File: src/rtl/opdec_pkg.sv
package opdec_pkg;
  localparam int CODE_W = 6;

  typedef enum logic [1:0] {
    OK_GPR  = 2'd0,
    OK_MEM  = 2'd1,
    OK_SPEC = 2'd2,
    OK_IMM  = 2'd3
  } opnd_kind_e;

  typedef enum logic [3:0] {
    AM_REG,
    AM_IND,
    AM_IDX,
    AM_POP,
    AM_PEEK,
    AM_PUSH,
    AM_SPR,
    AM_EXTIND,
    AM_EXTIMM,
    AM_LIT
  } amode_e;
endpackage

File: src/rtl/opdec_field_decode.sv
module opdec_field_decode
  import opdec_pkg::*;
#(
  parameter int NGPR = 8,
  localparam int IDXW = $clog2(NGPR)
) (
  input  logic [CODE_W-1:0] code,
  output amode_e            mode,
  output opnd_kind_e        kind,
  output logic [IDXW-1:0]   idx,
  output logic [1:0]        spec,
  output logic              uses_ext,
  output logic              discard
);
  always_comb begin
    mode     = AM_LIT;
    kind     = OK_IMM;
    spec     = 2'd0;
    uses_ext = 1'b0;
    idx      = code[IDXW-1:0];
    if (!code[5]) begin
      unique case (code[4:3])
        2'b00: begin mode = AM_REG; kind = OK_GPR; end
        2'b01: begin mode = AM_IND; kind = OK_MEM; end
        2'b10: begin mode = AM_IDX; kind = OK_MEM; uses_ext = 1'b1; end
        default: begin
          unique case (code[2:0])
            3'd0: begin mode = AM_POP;  kind = OK_MEM; end
            3'd1: begin mode = AM_PEEK; kind = OK_MEM; end
            3'd2: begin mode = AM_PUSH; kind = OK_MEM; end
            3'd3: begin mode = AM_SPR;  kind = OK_SPEC; spec = 2'd0; end
            3'd4: begin mode = AM_SPR;  kind = OK_SPEC; spec = 2'd1; end
            3'd5: begin mode = AM_SPR;  kind = OK_SPEC; spec = 2'd2; end
            3'd6: begin mode = AM_EXTIND; kind = OK_MEM; uses_ext = 1'b1; end
            default: begin mode = AM_EXTIMM; kind = OK_IMM; uses_ext = 1'b1; end
          endcase
        end
      endcase
    end
    discard = (mode == AM_LIT) || (mode == AM_EXTIMM);
  end
endmodule

File: src/rtl/opdec_addr_gen.sv
module opdec_addr_gen
  import opdec_pkg::*;
#(
  parameter int W    = 16,
  parameter int NGPR = 8,
  localparam int IDXW = $clog2(NGPR)
) (
  input  amode_e           mode,
  input  logic [IDXW-1:0]  idx,
  input  logic [NGPR*W-1:0] gpr_flat,
  input  logic [W-1:0]     sp_in,
  input  logic [W-1:0]     pc_in,
  input  logic [W-1:0]     ext_word,
  input  logic             uses_ext,
  output logic [W-1:0]     mem_addr,
  output logic [W-1:0]     sp_next,
  output logic [W-1:0]     pc_next
);
  logic [W-1:0] gpr [NGPR];
  logic [W-1:0] base;
  logic [W-1:0] sp_dec;

  for (genvar g = 0; g < NGPR; g++) begin : g_unpack
    assign gpr[g] = gpr_flat[g*W +: W];
  end

  always_comb begin
    base    = gpr[idx];
    sp_dec  = sp_in - W'(1);
    sp_next = sp_in;
    unique case (mode)
      AM_IND:    mem_addr = base;
      AM_IDX:    mem_addr = base + ext_word;
      AM_POP:    begin mem_addr = sp_in; sp_next = sp_in + W'(1); end
      AM_PEEK:   mem_addr = sp_in;
      AM_PUSH:   begin mem_addr = sp_dec; sp_next = sp_dec; end
      AM_EXTIND: mem_addr = ext_word;
      default:   mem_addr = '0;
    endcase
    pc_next = pc_in + W'(uses_ext);
  end
endmodule

File: src/rtl/opdec_value_mux.sv
module opdec_value_mux
  import opdec_pkg::*;
#(
  parameter int W    = 16,
  parameter int NGPR = 8,
  localparam int IDXW = $clog2(NGPR)
) (
  input  amode_e            mode,
  input  logic [CODE_W-1:0] code,
  input  logic [IDXW-1:0]   idx,
  input  logic [1:0]        spec,
  input  logic [NGPR*W-1:0] gpr_flat,
  input  logic [W-1:0]      sp_in,
  input  logic [W-1:0]      pc_in,
  input  logic [W-1:0]      ovf_in,
  input  logic [W-1:0]      ext_word,
  input  logic [W-1:0]      mem_rdata,
  output logic [W-1:0]      value
);
  logic [W-1:0] gpr [NGPR];
  logic [W-1:0] spr_val;

  for (genvar g = 0; g < NGPR; g++) begin : g_unpack
    assign gpr[g] = gpr_flat[g*W +: W];
  end

  always_comb begin
    unique case (spec)
      2'd0:    spr_val = sp_in;
      2'd1:    spr_val = pc_in;
      default: spr_val = ovf_in;
    endcase
    unique case (mode)
      AM_REG:    value = gpr[idx];
      AM_SPR:    value = spr_val;
      AM_EXTIMM: value = ext_word;
      AM_LIT:    value = {{(W-5){1'b0}}, code[4:0]};
      default:   value = mem_rdata;
    endcase
  end
endmodule

File: src/rtl/operand_decoder.sv
module operand_decoder
  import opdec_pkg::*;
#(
  parameter int          W      = 16,
  parameter int          NGPR   = 8,
  parameter logic [15:0] SP_RST = 16'hFFFF,
  localparam int IDXW = $clog2(NGPR)
) (
  input  logic                clk,
  input  logic                rst_n,
  input  logic [CODE_W-1:0]   op_code,
  input  logic [NGPR*W-1:0]   gpr_flat,
  input  logic [W-1:0]        sp_in,
  input  logic [W-1:0]        pc_in,
  input  logic [W-1:0]        ovf_in,
  input  logic [W-1:0]        ext_word,
  input  logic [W-1:0]        mem_rdata,
  input  logic                sp_commit,
  output logic [1:0]          opnd_kind,
  output logic [IDXW-1:0]     gpr_idx,
  output logic [1:0]          spec_idx,
  output logic [W-1:0]        mem_addr,
  output logic                mem_rd,
  output logic [W-1:0]        opnd_value,
  output logic                uses_ext,
  output logic [W-1:0]        pc_next,
  output logic [W-1:0]        sp_next,
  output logic                wr_discard,
  output logic [W-1:0]        sp_q
);
  amode_e     mode;
  opnd_kind_e kind;
  logic [W-1:0] sp_d;

  opdec_field_decode #(.NGPR(NGPR)) u_dec (
    .code     (op_code),
    .mode     (mode),
    .kind     (kind),
    .idx      (gpr_idx),
    .spec     (spec_idx),
    .uses_ext (uses_ext),
    .discard  (wr_discard)
  );

  opdec_addr_gen #(.W(W), .NGPR(NGPR)) u_addr (
    .mode     (mode),
    .idx      (gpr_idx),
    .gpr_flat (gpr_flat),
    .sp_in    (sp_in),
    .pc_in    (pc_in),
    .ext_word (ext_word),
    .uses_ext (uses_ext),
    .mem_addr (mem_addr),
    .sp_next  (sp_next),
    .pc_next  (pc_next)
  );

  opdec_value_mux #(.W(W), .NGPR(NGPR)) u_val (
    .mode      (mode),
    .code      (op_code),
    .idx       (gpr_idx),
    .spec      (spec_idx),
    .gpr_flat  (gpr_flat),
    .sp_in     (sp_in),
    .pc_in     (pc_in),
    .ovf_in    (ovf_in),
    .ext_word  (ext_word),
    .mem_rdata (mem_rdata),
    .value     (opnd_value)
  );

  assign opnd_kind = kind;
  assign mem_rd    = (kind == OK_MEM);

  // committed stack pointer: next-state and register kept apart
  always_comb begin
    sp_d = sp_q;
    if (sp_commit) sp_d = sp_next;
  end

  always_ff @(posedge clk or negedge rst_n) begin
    if (!rst_n) sp_q <= W'(SP_RST);
    else        sp_q <= sp_d;
  end

  AST_LIT_VALUE: assert property (@(posedge clk) disable iff (!rst_n)
    op_code[5] |-> (opnd_value == W'(op_code[4:0]) && wr_discard && !uses_ext));
  AST_EXT_PC_STEP: assert property (@(posedge clk) disable iff (!rst_n)
    uses_ext |-> (pc_next == pc_in + W'(1)));
  AST_NOEXT_PC_HOLD: assert property (@(posedge clk) disable iff (!rst_n)
    !uses_ext |-> (pc_next == pc_in));
  AST_PUSH_ADDR: assert property (@(posedge clk) disable iff (!rst_n)
    (op_code == 6'h1A) |-> (mem_addr == sp_in - W'(1) && sp_next == mem_addr));
  AST_POP_ADDR: assert property (@(posedge clk) disable iff (!rst_n)
    (op_code == 6'h18) |-> (mem_addr == sp_in && sp_next == sp_in + W'(1)));
  AST_SP_LOAD: assert property (@(posedge clk) disable iff (!rst_n)
    sp_commit |=> (sp_q == $past(sp_next)));
  AST_SP_HOLD: assert property (@(posedge clk) disable iff (!rst_n)
    !sp_commit |=> $stable(sp_q));
endmodule

File: config.mk
export PLATFORM = sky130hd
export DESIGN_NAME = operand_decoder
export DESIGN_NICKNAME = d
export VERILOG_FILES = /design/src/rtl/opdec_pkg.sv /design/src/rtl/opdec_field_decode.sv /design/src/rtl/opdec_addr_gen.sv /design/src/rtl/opdec_value_mux.sv /design/src/rtl/operand_decoder.sv
export SDC_FILE = /design/constraint.sdc
export NUM_CORES = 1
export LEC_CHECK = 0
export ABC_AREA = 1
export BUFFER_PORTS_ARGS = -buffer_cell sky130_fd_sc_hd__buf_2
export CAP_MARGIN = 20
export CORE_MARGIN = 10
export CORE_UTILIZATION = 35
export DETAILED_ROUTE_END_ITERATION = 16
export PLACE_DENSITY_LB_ADDON = 0.08
export SLEW_MARGIN = 20
export SYNTH_ARGS = -nofsm -noshare
export SYNTH_HDL_FRONTEND = slang
export SYNTH_SLANG_ARGS = --single-unit
export TNS_END_PERCENT = 1
File: constraint.sdc
create_clock -name clk -period 3.8 [get_ports clk]
set_input_delay 0.57 -clock clk [delete_from_list [all_inputs] [get_ports clk]]
set_output_delay 0.57 -clock clk [all_outputs]
set_load 0.01 [all_outputs]
==> impl_metrics.csv <==
group,metric,value,unit
run_status,status,"completed",
floorplan,die-area,20700,sq um
global_route,grt_start_max_net_pins,29,
logic_synthesis,synth_top_cell_by_area,"sky130_fd_sc_hd__nand2_1",
clocking,post_cts_setup_buffers,0,
final_layout,synthToLayoutAreaGrowth,34.0,%
setup_path,cp_arrival,3.01,ns
clocking,clockBufferDepth,2,
sta,final.setup_skew,0,ns
final_layout,final_net_count,1578,
sta,max_freq,0.279,GHz
sta,final-hold-violation-count,0,
floorplan,die_w,144,um
routing,antenna_left,0,
routing,drt_pass1_iterations,5,
pwr,clock_power_share,16.7,%
clocking,cts_tree,"yes",
setup_path,critical_path.endpoint_type,"output port",
sta,slew_headroom,53.7,%
final_layout,filler_cell_count,1794,
worst_hold_path,worstHoldPathType,"reg -> reg",
global_route,global_route.usage.met3,8.58,%
floorplan,rows,45,
sta,slew_violations,0,
global_route,grt_antenna_before_repair,5,
logic_synthesis,yosys_most_used_dff,"sky130_fd_sc_hd__dfstp_2",
flow_run,timing.max_cap.violations,0,
final_layout,ratio_of_cells_with_drive_above_1_in_the_final_layout,29.2,%
logic_synthesis,synth_enable_flop_cells,0,
sta,worstMarginPinSlew,0.688,ns
sta,final_min_period_over_clock_period,94.3,%
routing,dr_total_vias,7868,
final_layout,mostFrequentLayoutCells,"sky130_fd_sc_hd__nand2_1, sky130_fd_sc_hd__buf_2, sky130_fd_sc_hd__nand3_1",
global_route,grt.overflow.total,0,
routing,drt-vias-per-instance,5.15,
clocking,cts_num_sinks,16,
sta,finalSetupTns,0,ns
global_route,use_met2,45.2,%
pwr,p_sw_share,48.0,%
clocking,htree_levels,1,
global_route,globalRoute.busiestLayer,"met2",
logic_synthesis,ys.warnings.count,0,
final_layout,largest_register_ffs,16,
global_route,globalRouteMet1Util,31.3,%
final_layout,reg.largest.list,"sp_q (16)",
pwr,p_total,1.38,mW
final_layout,final_core_utilization,47.5,%
floorplan,top_level_ports,307,
setup_path,timing.critical_path.fanout_max,28,
setup_path,worst_setup_start_kind,"input port",
routing,dr.first_iter.drc_count,637,
logic_synthesis,synth_seq_cells,16,
global_route,grt_pass1_wl,43200,um
clocking,cts_buffers,3,
logic_synthesis,synth.lib_cells_used.distinct,36,
place,dp.final_hpwl,24900,um
place,globalplace.congestion,0.987,
setup_path,cp.required,3.23,ns
place,io_buffers,306,
clocking,clk_pin_slew,0.05,ns
pwr,internal_power,718,uW
logic_synthesis,synth_seq_area_share,7.83,%
final_layout,layout.cells.most_common,"sky130_fd_sc_hd__nand2_1",
logic_synthesis,syn_avg_cell_area,5.09,sq um
floorplan,initial_core_util,35.5,%
logic_synthesis,synth_nets,1297,
pwr,ir_worst_vdd,149,uV
sta,fin_worst_hold_slack,0.465,ns
clocking,worstSkewPairLatency,0.25,ns
setup_path,worstSetupPathType,"in -> out",
pwr,power.share.combinational,67.8,%
sta,setup_viol,0,
routing,drt-total-wl,28600,um
pwr,total_leakage_power,4.09,nW
logic_synthesis,cell_area_after_technology_mapping,5370,sq um
pwr,sequentialPowerShare,15.5,%
clocking,clockRootBuffer,"sky130_fd_sc_hd__clkbuf_16",
global_route,grt_pass1_vias,7884,
pwr,powerDensity,192,nW/um^2
floorplan,height_of_the_die,144,um
pwr,total_switching_power,663,uW
sta,grt_setup_unrepaired,"false",
final_layout,largest_register_by_flop_count,"sp_q",
logic_synthesis,ys_async_sr_fraction,100,%
sta,period_needed,3.58,ns
global_route,global_route.usage.total,26.4,%
logic_synthesis,yosys-top-cells-area,"sky130_fd_sc_hd__nand2_1, sky130_fd_sc_hd__nand3_1, sky130_fd_sc_hd__dfstp_2",
routing,drc,0,
floorplan,core-area,15100,sq um
routing,detailed_route_wire_length_per_cell,18.7,um
logic_synthesis,synthesis.instances,1056,
logic_synthesis,synth.top_cell.area_share,30.5,%
==> cells in the mapped netlist (2+ instances only) <==
master	number
sky130_fd_sc_hd__a21oi_1	43
sky130_fd_sc_hd__a22oi_1	11
sky130_fd_sc_hd__and3_1	2
sky130_fd_sc_hd__buf_2	12
sky130_fd_sc_hd__buf_4	10
sky130_fd_sc_hd__buf_6	2
sky130_fd_sc_hd__clkbuf_1	24
sky130_fd_sc_hd__dfstp_2	16
sky130_fd_sc_hd__ha_1	23
sky130_fd_sc_hd__inv_1	88
sky130_fd_sc_hd__inv_2	16
sky130_fd_sc_hd__nand2_1	437
sky130_fd_sc_hd__nand2_2	5
sky130_fd_sc_hd__nand2_4	2
sky130_fd_sc_hd__nand3_1	113
sky130_fd_sc_hd__nand3_2	3
sky130_fd_sc_hd__nand3_4	2
sky130_fd_sc_hd__nand3b_1	7
sky130_fd_sc_hd__nand4_1	36
sky130_fd_sc_hd__nor2_1	108
sky130_fd_sc_hd__nor2_2	9
sky130_fd_sc_hd__nor2_4	2
sky130_fd_sc_hd__nor3_1	10
sky130_fd_sc_hd__o211ai_1	7
sky130_fd_sc_hd__o21a_1	2
sky130_fd_sc_hd__o21ai_0	15
sky130_fd_sc_hd__o21ai_1	3
sky130_fd_sc_hd__o221ai_1	3
sky130_fd_sc_hd__o22ai_1	4
sky130_fd_sc_hd__xnor2_1	5
sky130_fd_sc_hd__xor2_1	31
==> per-stage QoR <==
stage | setup WS (ns) | instance area [sq um] | std cells
after floorplan | 0.407 | 5370 | 1056
after global placement | 0.0802 | 7070 | 1520
after detailed placement | 0.0456 | 7070 | 1520
after CTS | 0.0293 | 7160 | 1524
after global routing | 0.00272 | 7200 | 1528
final | 0.216 | 7200 | 1528
==> power groups by stage <==
stage | clock (mW) | sequential (mW) | combinational (mW)
floorplan | 0 | 0.227 | 0.522
global placement | 0 | 0.216 | 0.931
detailed placement | 0 | 0.216 | 0.927
CTS | 0.229 | 0.214 | 0.932
global route | 0.239 | 0.217 | 1.04
finish | 0.230 | 0.214 | 0.937
==> repair_timing <==
action                                  4_1_cts  5_1_grt
hold buffers                                  0        0
endpoints found under the setup margin        0       13
resized for setup                             0       11
==> metal layers <==
metal	up-vias	wire length, um
met2	327	13500
met3	44	3010
met1	3548	11500
li1	3947	-
met4	2	588
met5	-	18
==> cell type report <==
class,instances,area [sq um],share of cell area (%)
inverter,104,390,5.42
clock buffer,4,88.8,1.23
sequential,16,420,5.84
tap,188,235,3.27
timing repair buffer,325,1720,23.9
multi-input combinational,887,4330,60.2
antenna,4,10.0,0.139
==> critical path: stages <==
cell	delay, ns
sky130_fd_sc_hd__clkbuf_4	0.20
sky130_fd_sc_hd__inv_2	0.08
sky130_fd_sc_hd__nor2_2	0.16
sky130_fd_sc_hd__buf_12	0.20
sky130_fd_sc_hd__a21oi_1	0.09
sky130_fd_sc_hd__nand3_1	0.09
sky130_fd_sc_hd__nand2_1	0.16
sky130_fd_sc_hd__fa_1	0.47
sky130_fd_sc_hd__nand3b_1	0.19
sky130_fd_sc_hd__nand2_2	0.11
sky130_fd_sc_hd__nand2_1	0.07
sky130_fd_sc_hd__nand2_2	0.10
sky130_fd_sc_hd__nand3_1	0.10
sky130_fd_sc_hd__nand2_1	0.07
sky130_fd_sc_hd__nand2_1	0.05
sky130_fd_sc_hd__nand3_1	0.07
sky130_fd_sc_hd__nand3_1	0.06
sky130_fd_sc_hd__buf_2	0.14
==> cells by family after synthesis <==
family          share of synthesized area, %
compound gates                          9.57
xor+xnor                                5.87
fa+ha+maj                               5.73
buf+inv                                 11.9
flops                                   7.83
simple gates                            59.0
==> path summary, 6_finish.rpt <==
path | start | end | slack [ns] | cells after the start
min in group asynchronous | rst_n | sp_q[14]$_DFFE_PN1P_ | 0.51 | 1
hold reg to reg | sp_q[9]$_DFFE_PN1P_ | sp_q[9]$_DFFE_PN1P_ | 0.47 | 2
setup reg to reg | sp_q[0]$_DFFE_PN1P_ | sp_q[0]$_DFFE_PN1P_ | 3.07 | 2
max in group asynchronous | rst_n | sp_q[5]$_DFFE_PN1P_ | 3.26 | 1
hold / removal | sp_q[9]$_DFFE_PN1P_ | sp_q[9]$_DFFE_PN1P_ | 0.47 | 2
setup / recovery | op_code[1] | mem_addr[10] | 0.22 | 18
(Power assumes the default switching activity.)
